**src/rtl/tcmp_pkg.sv**
```systemverilog
package tcmp_pkg;
   // Word indices on the register bus; compare channel n sits at CMP_BASE_WORD + n
   localparam int STAT_WORD     = 0;
   localparam int CNT_LO_WORD   = 1;
   localparam int CNT_HI_WORD   = 2;
   localparam int CMP_BASE_WORD = 3;
endpackage

```
**src/rtl/tcmp_counter.sv**
```systemverilog
module tcmp_counter #(
   parameter int                      HALF_W      = 32,
   parameter bit                      SPLIT_ADD   = 1'b1,
   parameter logic [2*HALF_W-1:0]     RESET_COUNT = '0
) (
   input  logic              clk,
   input  logic              rst_n,
   input  logic              tick_i,
   output logic [HALF_W-1:0] lo_o,
   output logic [HALF_W-1:0] hi_o,
   output logic [HALF_W-1:0] lo_next_o
);
   localparam int                 CNT_W    = 2 * HALF_W;
   localparam logic [CNT_W-1:0]   CNT_ONE  = CNT_W'(1);
   localparam logic [HALF_W-1:0]  HALF_ONE = HALF_W'(1);

   logic [HALF_W-1:0] lo_q;
   logic [HALF_W-1:0] hi_q;

   assign lo_next_o = lo_q + HALF_ONE;

   generate
      if (SPLIT_ADD) begin : g_split
         // two half-width adders, carry taken from the all-ones low half
         always_ff @(posedge clk or negedge rst_n) begin
            if (!rst_n) begin
               lo_q <= RESET_COUNT[HALF_W-1:0];
               hi_q <= RESET_COUNT[CNT_W-1:HALF_W];
            end else if (tick_i) begin
               lo_q <= lo_next_o;
               if (&lo_q) hi_q <= hi_q + HALF_ONE;
            end
         end
      end else begin : g_flat
         logic [CNT_W-1:0] cnt_q;
         always_ff @(posedge clk or negedge rst_n) begin
            if (!rst_n)      cnt_q <= RESET_COUNT;
            else if (tick_i) cnt_q <= cnt_q + CNT_ONE;
         end
         assign lo_q = cnt_q[HALF_W-1:0];
         assign hi_q = cnt_q[CNT_W-1:HALF_W];
      end
   endgenerate

   assign lo_o = lo_q;
   assign hi_o = hi_q;


   cnt_step_chk: assert property (@(posedge clk) disable iff (!rst_n)
      tick_i |=> {hi_o, lo_o} == $past({hi_o, lo_o}) + CNT_ONE);

   cnt_hold_chk: assert property (@(posedge clk) disable iff (!rst_n)
      !tick_i |=> $stable({hi_o, lo_o}));

   hi_carry_chk: assert property (@(posedge clk) disable iff (!rst_n)
      (tick_i && (&lo_o)) |=> (hi_o == $past(hi_o) + HALF_ONE) && (lo_o == '0));
endmodule

```
**src/rtl/tcmp_channel.sv**
```systemverilog
module tcmp_channel #(
   parameter int W = 32
) (
   input  logic         clk,
   input  logic         rst_n,
   input  logic         tick_i,
   input  logic [W-1:0] cnt_next_i,
   input  logic         cmp_we_i,
   input  logic [W-1:0] wdata_i,
   input  logic         clr_i,
   output logic [W-1:0] cmp_o,
   output logic         flag_o
);
   logic [W-1:0] cmp_q;
   logic         flag_q;
   logic         hit;

   // the match looks at the value the counter is about to take
   assign hit = tick_i && (cnt_next_i == cmp_q);

   always_ff @(posedge clk or negedge rst_n) begin
      if (!rst_n)        cmp_q <= '0;
      else if (cmp_we_i) cmp_q <= wdata_i;
   end

   always_ff @(posedge clk or negedge rst_n) begin
      if (!rst_n)     flag_q <= 1'b0;
      else if (hit)   flag_q <= 1'b1;
      else if (clr_i) flag_q <= 1'b0;
   end

   assign cmp_o  = cmp_q;
   assign flag_o = flag_q;


   cmp_load_chk: assert property (@(posedge clk) disable iff (!rst_n)
      cmp_we_i |=> cmp_o == $past(wdata_i));

   flag_needs_tick_chk: assert property (@(posedge clk) disable iff (!rst_n)
      (!flag_o && !tick_i) |=> !flag_o);

   flag_sticky_chk: assert property (@(posedge clk) disable iff (!rst_n)
      (flag_o && !clr_i) |=> flag_o);

   flag_clear_chk: assert property (@(posedge clk) disable iff (!rst_n)
      (clr_i && !tick_i) |=> !flag_o);

   set_over_clear_chk: assert property (@(posedge clk) disable iff (!rst_n)
      (clr_i && tick_i && cnt_next_i == cmp_o) |=> flag_o);
endmodule

```
**src/rtl/tcmp_regif.sv**
```systemverilog
module tcmp_regif
   import tcmp_pkg::*;
#(
   parameter int BUS_W  = 32,
   parameter int ADDR_W = 3,
   parameter int NUM_CH = 4
) (
   input  logic                         bus_en,
   input  logic                         bus_we,
   input  logic [ADDR_W-1:0]            bus_word,
   input  logic [BUS_W-1:0]             bus_wdata,
   input  logic [NUM_CH-1:0]            flags_i,
   input  logic [BUS_W-1:0]             lo_i,
   input  logic [BUS_W-1:0]             hi_i,
   input  logic [NUM_CH-1:0][BUS_W-1:0] cmp_i,
   output logic [NUM_CH-1:0]            clr_o,
   output logic [NUM_CH-1:0]            cmp_we_o,
   output logic [BUS_W-1:0]             rdata_o
);
   logic wr;
   assign wr = bus_en && bus_we;

   assign clr_o = (wr && bus_word == ADDR_W'(STAT_WORD)) ? bus_wdata[NUM_CH-1:0] : '0;

   generate
      for (genvar n = 0; n < NUM_CH; n++) begin : g_we
         assign cmp_we_o[n] = wr && (bus_word == ADDR_W'(CMP_BASE_WORD + n));
      end
   endgenerate

   always_comb begin
      rdata_o = '0;
      if (bus_word == ADDR_W'(STAT_WORD))   rdata_o[NUM_CH-1:0] = flags_i;
      if (bus_word == ADDR_W'(CNT_LO_WORD)) rdata_o = lo_i;
      if (bus_word == ADDR_W'(CNT_HI_WORD)) rdata_o = hi_i;
      for (int n = 0; n < NUM_CH; n++) begin
         if (bus_word == ADDR_W'(CMP_BASE_WORD + n)) rdata_o = cmp_i[n];
      end
   end
endmodule

```
**src/rtl/tcmp_timer.sv**
```systemverilog
module tcmp_timer
   import tcmp_pkg::*;
#(
   parameter int                   BUS_W       = 32,
   parameter int                   NUM_CH      = 4,
   parameter int                   ADDR_W      = 3,
   parameter bit                   SPLIT_ADD   = 1'b1,
   parameter logic [2*BUS_W-1:0]   RESET_COUNT = '0
) (
   input  logic              clk,
   input  logic              rst_n,
   input  logic              tick_en,
   input  logic              bus_en,
   input  logic              bus_we,
   input  logic [ADDR_W-1:0] bus_word,
   input  logic [BUS_W-1:0]  bus_wdata,
   output logic [BUS_W-1:0]  bus_rdata,
   output logic [NUM_CH-1:0] irq
);
   localparam int WORDS_NEEDED = CMP_BASE_WORD + NUM_CH;

   generate
      if (NUM_CH < 1 || NUM_CH > BUS_W) begin : g_bad_ch
         $error("tcmp_timer: NUM_CH must lie between 1 and BUS_W");
      end
      if (WORDS_NEEDED > (1 << ADDR_W)) begin : g_bad_addr
         $error("tcmp_timer: ADDR_W too narrow for the channel count");
      end
      if (BUS_W < 2) begin : g_bad_bus
         $error("tcmp_timer: BUS_W must be at least 2");
      end
   endgenerate

   logic [BUS_W-1:0]             cnt_lo;
   logic [BUS_W-1:0]             cnt_hi;
   logic [BUS_W-1:0]             cnt_lo_next;
   logic [NUM_CH-1:0]            flags;
   logic [NUM_CH-1:0]            clr;
   logic [NUM_CH-1:0]            cmp_we;
   logic [NUM_CH-1:0][BUS_W-1:0] cmp_val;

   tcmp_counter #(
      .HALF_W      (BUS_W),
      .SPLIT_ADD   (SPLIT_ADD),
      .RESET_COUNT (RESET_COUNT)
   ) u_counter (
      .clk       (clk),
      .rst_n     (rst_n),
      .tick_i    (tick_en),
      .lo_o      (cnt_lo),
      .hi_o      (cnt_hi),
      .lo_next_o (cnt_lo_next)
   );

   generate
      for (genvar n = 0; n < NUM_CH; n++) begin : g_ch
         tcmp_channel #(.W(BUS_W)) u_ch (
            .clk        (clk),
            .rst_n      (rst_n),
            .tick_i     (tick_en),
            .cnt_next_i (cnt_lo_next),
            .cmp_we_i   (cmp_we[n]),
            .wdata_i    (bus_wdata),
            .clr_i      (clr[n]),
            .cmp_o      (cmp_val[n]),
            .flag_o     (flags[n])
         );
      end
   endgenerate

   tcmp_regif #(
      .BUS_W  (BUS_W),
      .ADDR_W (ADDR_W),
      .NUM_CH (NUM_CH)
   ) u_regif (
      .bus_en    (bus_en),
      .bus_we    (bus_we),
      .bus_word  (bus_word),
      .bus_wdata (bus_wdata),
      .flags_i   (flags),
      .lo_i      (cnt_lo),
      .hi_i      (cnt_hi),
      .cmp_i     (cmp_val),
      .clr_o     (clr),
      .cmp_we_o  (cmp_we),
      .rdata_o   (bus_rdata)
   );

   assign irq = flags;


   cmp_we_onehot_chk: assert property (@(posedge clk) disable iff (!rst_n)
      $onehot0(cmp_we));

   cnt_lo_write_chk: assert property (@(posedge clk) disable iff (!rst_n)
      (bus_en && bus_we && bus_word == ADDR_W'(CNT_LO_WORD) && !tick_en) |=> $stable(cnt_lo));
endmodule

```
**config.mk**
```make
export PLATFORM = sky130hd
export DESIGN_NAME = tcmp_timer
export DESIGN_NICKNAME = d
export VERILOG_FILES = /design/src/rtl/tcmp_pkg.sv /design/src/rtl/tcmp_counter.sv /design/src/rtl/tcmp_channel.sv /design/src/rtl/tcmp_regif.sv /design/src/rtl/tcmp_timer.sv
export SDC_FILE = /design/constraint.sdc
export NUM_CORES = 1
export LEC_CHECK = 0
export CORE_ASPECT_RATIO = 2
export CORE_MARGIN = 10
export CORE_UTILIZATION = 46
export DETAILED_ROUTE_END_ITERATION = 12
export HOLD_SLACK_MARGIN = 0.1
export SYNTH_ARGS = -nofsm -noshare
export SYNTH_HDL_FRONTEND = slang
export SYNTH_SLANG_ARGS = --single-unit
```
**constraint.sdc**
```tcl
create_clock -name clk -period 8.7 [get_ports clk]
set_input_delay 0.87 -clock clk [delete_from_list [all_inputs] [get_ports clk]]
set_output_delay 0.87 -clock clk [all_outputs]
set_load 0.05 [all_outputs]
```
==> metrics.yaml <==
die:
  num_rows: 85
  placeableCoreArea_um2: 27000
  die_w_um: 137
  start_util_pct: 46.9
  io_pins: 76
  fp.dieH_um: 255
  die-area_um2: 35000
global_route:
  gr-usage-met1_pct: 27.1
  antenna_found_initial: 0
  track_usage_pct: 26.5
  globalRouteMet3Util_pct: 4.47
  grt_pass1_vias: 10500
  top_usage_layer: "met2"
  grtUsageMet2_pct: 48.3
  overflow: 0
  grt_max_degree: 79
  grt_pass1_wl_um: 67900
cells_and_area:
  fin_area_um2: 14100
  final_cells: 1631
  nets: 1312
  fin_util_pct: 52.3
  diodes: 0
  drive_gt1_share_pct: 17.5
  syn_to_final_growth_pct: 11.5
cts:
  cts_resized: 0
  htreeDepth: 4
  ctsHoldBuffers: 0
  cts_tree: "built"
  root_buffer: "clkbuf_16"
  path_clk_slew_ns: 0.07
  cts_buffers: 17
  clockBufferDepth: 2
  cts_setup_buffers: 0
  clock-sinks: 196
  worstSkewPairLatency_ns: 0.47
sta:
  fin_crit_sh_pct: 58.6
  slew_viol_final: 0
  finalSetupViolCount: 0
  tightest_slew_ns: 1.31
  clock.fmax_ghz: 0.196
  fin_setup_tns_ns: 0
  clock_skew_ns: 0.0144
  hold_viol: 0
  rsz0062_at_grt: "false"
  worst_slack_ns: 3.61
  slew_headroom_pct: 12.4
  min_period_ns: 5.09
  fin_hold_ws_ns: 0.379
critical_path:
  cp_data_arrival_time_ns: 4.22
  critPathLaunchType: "primary input"
  critical_path_class: "in2out"
  r2r_start: "u_counter.lo_o[4]"
  required_ns: 7.83
  cp-end-kind: "primary output"
  critPathMaxFanout: 44
  cp-startpoint: "bus_word[1]"
run_status:
  outcome: "finished, final reports clean"
drt:
  wl_per_cell_um: 27.8
  drtPass1Iterations: 5
  route.vias.total: 10200
  route.detailed.drc: 0
  drt_iter0_drc: 762
  viasPerCell: 6.25
  ant_nets: 0
  drt_wl_total_um: 45400
synth:
  syn_area_um2: 12700
  ys_dominant_reg_cell: "dfrtp_1"
  syn_avg_cell_area_um2: 10.0
  yosysSeqAreaShare_pct: 38.7
  syn-num-nets: 1305
  synth_warnings: 0
  synth_edf_count: 0
  async_flop_share_pct: 100
  synthCells: 1263
  ys_types: 72
  ys_ff_latch: 196
power_and_ir_drop:
  power_density_nw_per_um2: 222
  vdd_drop_max_mv: 0.135
  leakage_nw: 5.53
  fin_total_pwr_mw: 3.14
placement:
  dp_hpwl_um: 33900
  gp_congestion: 0.981
  io_buffer_count: 75
  post-place-ws_ns: 3.65
  dpl_cell_area_um2: 13500
  dp.cells: 1599
job:
  drv_cap: 0
hold_path:
  hold_path_class: "in2async"
==> per-layer routing <==
metal	wire (um)	vias to the layer above
li1	-	4590
met2	24800	300
met4	3000	0
met5	0	-
met3	1710	112
met1	15800	5195
==> flip-flops by register name, indices dropped and copies added, names as in the netlist <==
register and cells:
g_ch.u_ch.cmp_o 128, g_ch.u_ch.flag_o 4, u_counter.hi_o 32, u_counter.lo_o 32
==> power by group <==
group / leakage (nW) / internal, mW / switching (mW) / total, mW
clock network: 0.290 / 0.458 / 0.385 / 0.843
logic: 2.76 / 0.439 / 0.511 / 0.950
registers: 2.48 / 1.06 / 0.279 / 1.34
total: 5.53 / 1.96 / 1.18 / 3.14
==> Yosys cell counts, types with 30 or more instances <==
master	count	area (um2)
a21oi_1	81	405
o21ai_0	30	150
dfrtp_1	196	4900
nand2_1	79	297
xor2_1	57	499
clkbuf_1	61	229
nor2_1	78	293
nand4_1	30	188
mux2_2	149	1680
nand3_1	36	180
mux2i_1	35	350
xnor2_1	141	1230
==> cells by family (layout without fill, tap and decap cells) <==
logic type / count (synthesis) / in the layout / share of synthesized area, %
buffers and inverters: 111 / 131 / 3.88
XOR/XNOR: 201 / 201 / 14.2
AO/OA/AOI/OAI: 214 / 214 / 11.1
multiplexers: 188 / 188 / 16.7
adder cells (fa/ha/maj): 2 / 2 / 0.197
AND/OR/NAND/NOR: 351 / 351 / 15.2
flip-flops: 196 / 196 / 38.7
==> critical path, stage by stage <==
cell             delay [ns]
buf_4                  0.43
buf_4                  0.63
nor2b_4                0.93
a221oi_1               0.22
a21oi_1                0.18
clkdlybuf4s50_1        0.83
==> cell usage in the layout (no fill, tap or decap), drive strengths merged, types with 35 or more instances in the layout <==
master / count
xor2: 57
nand3: 38
mux2i: 35
nor2: 84
xnor2: 142
clkdlybuf4s50: 71
nand2: 80
a21oi: 81
dfrtp: 196
mux2: 149
==> final timing paths <==
kind	end	slack [ns]	depth (start not counted)
max	bus_rdata[19]	3.61	6
min	u_counter.hi_o[25]	0.38	1
max reg2reg	g_ch[2].u_ch.flag_o	4.01	8
min reg2reg	u_counter.hi_o[31]	0.48	1
max in group asynchronous	g_ch[1].u_ch.cmp_o[11]	6.16	3
min in group clk	u_counter.hi_o[31]	0.48	1
==> area by class of cell <==
class                           count  area [um2]
Inverter                           12        45.0
Fill cell                        2572       12900
Clock inverter                     13         174
Sequential cell                   196        4900
Clock buffer                       19         433
Multi-Input combinational cell    956        7300
Timing Repair Buffer               87         832
Tap cell                          348         435
Power figures use the tool's default switching activity.
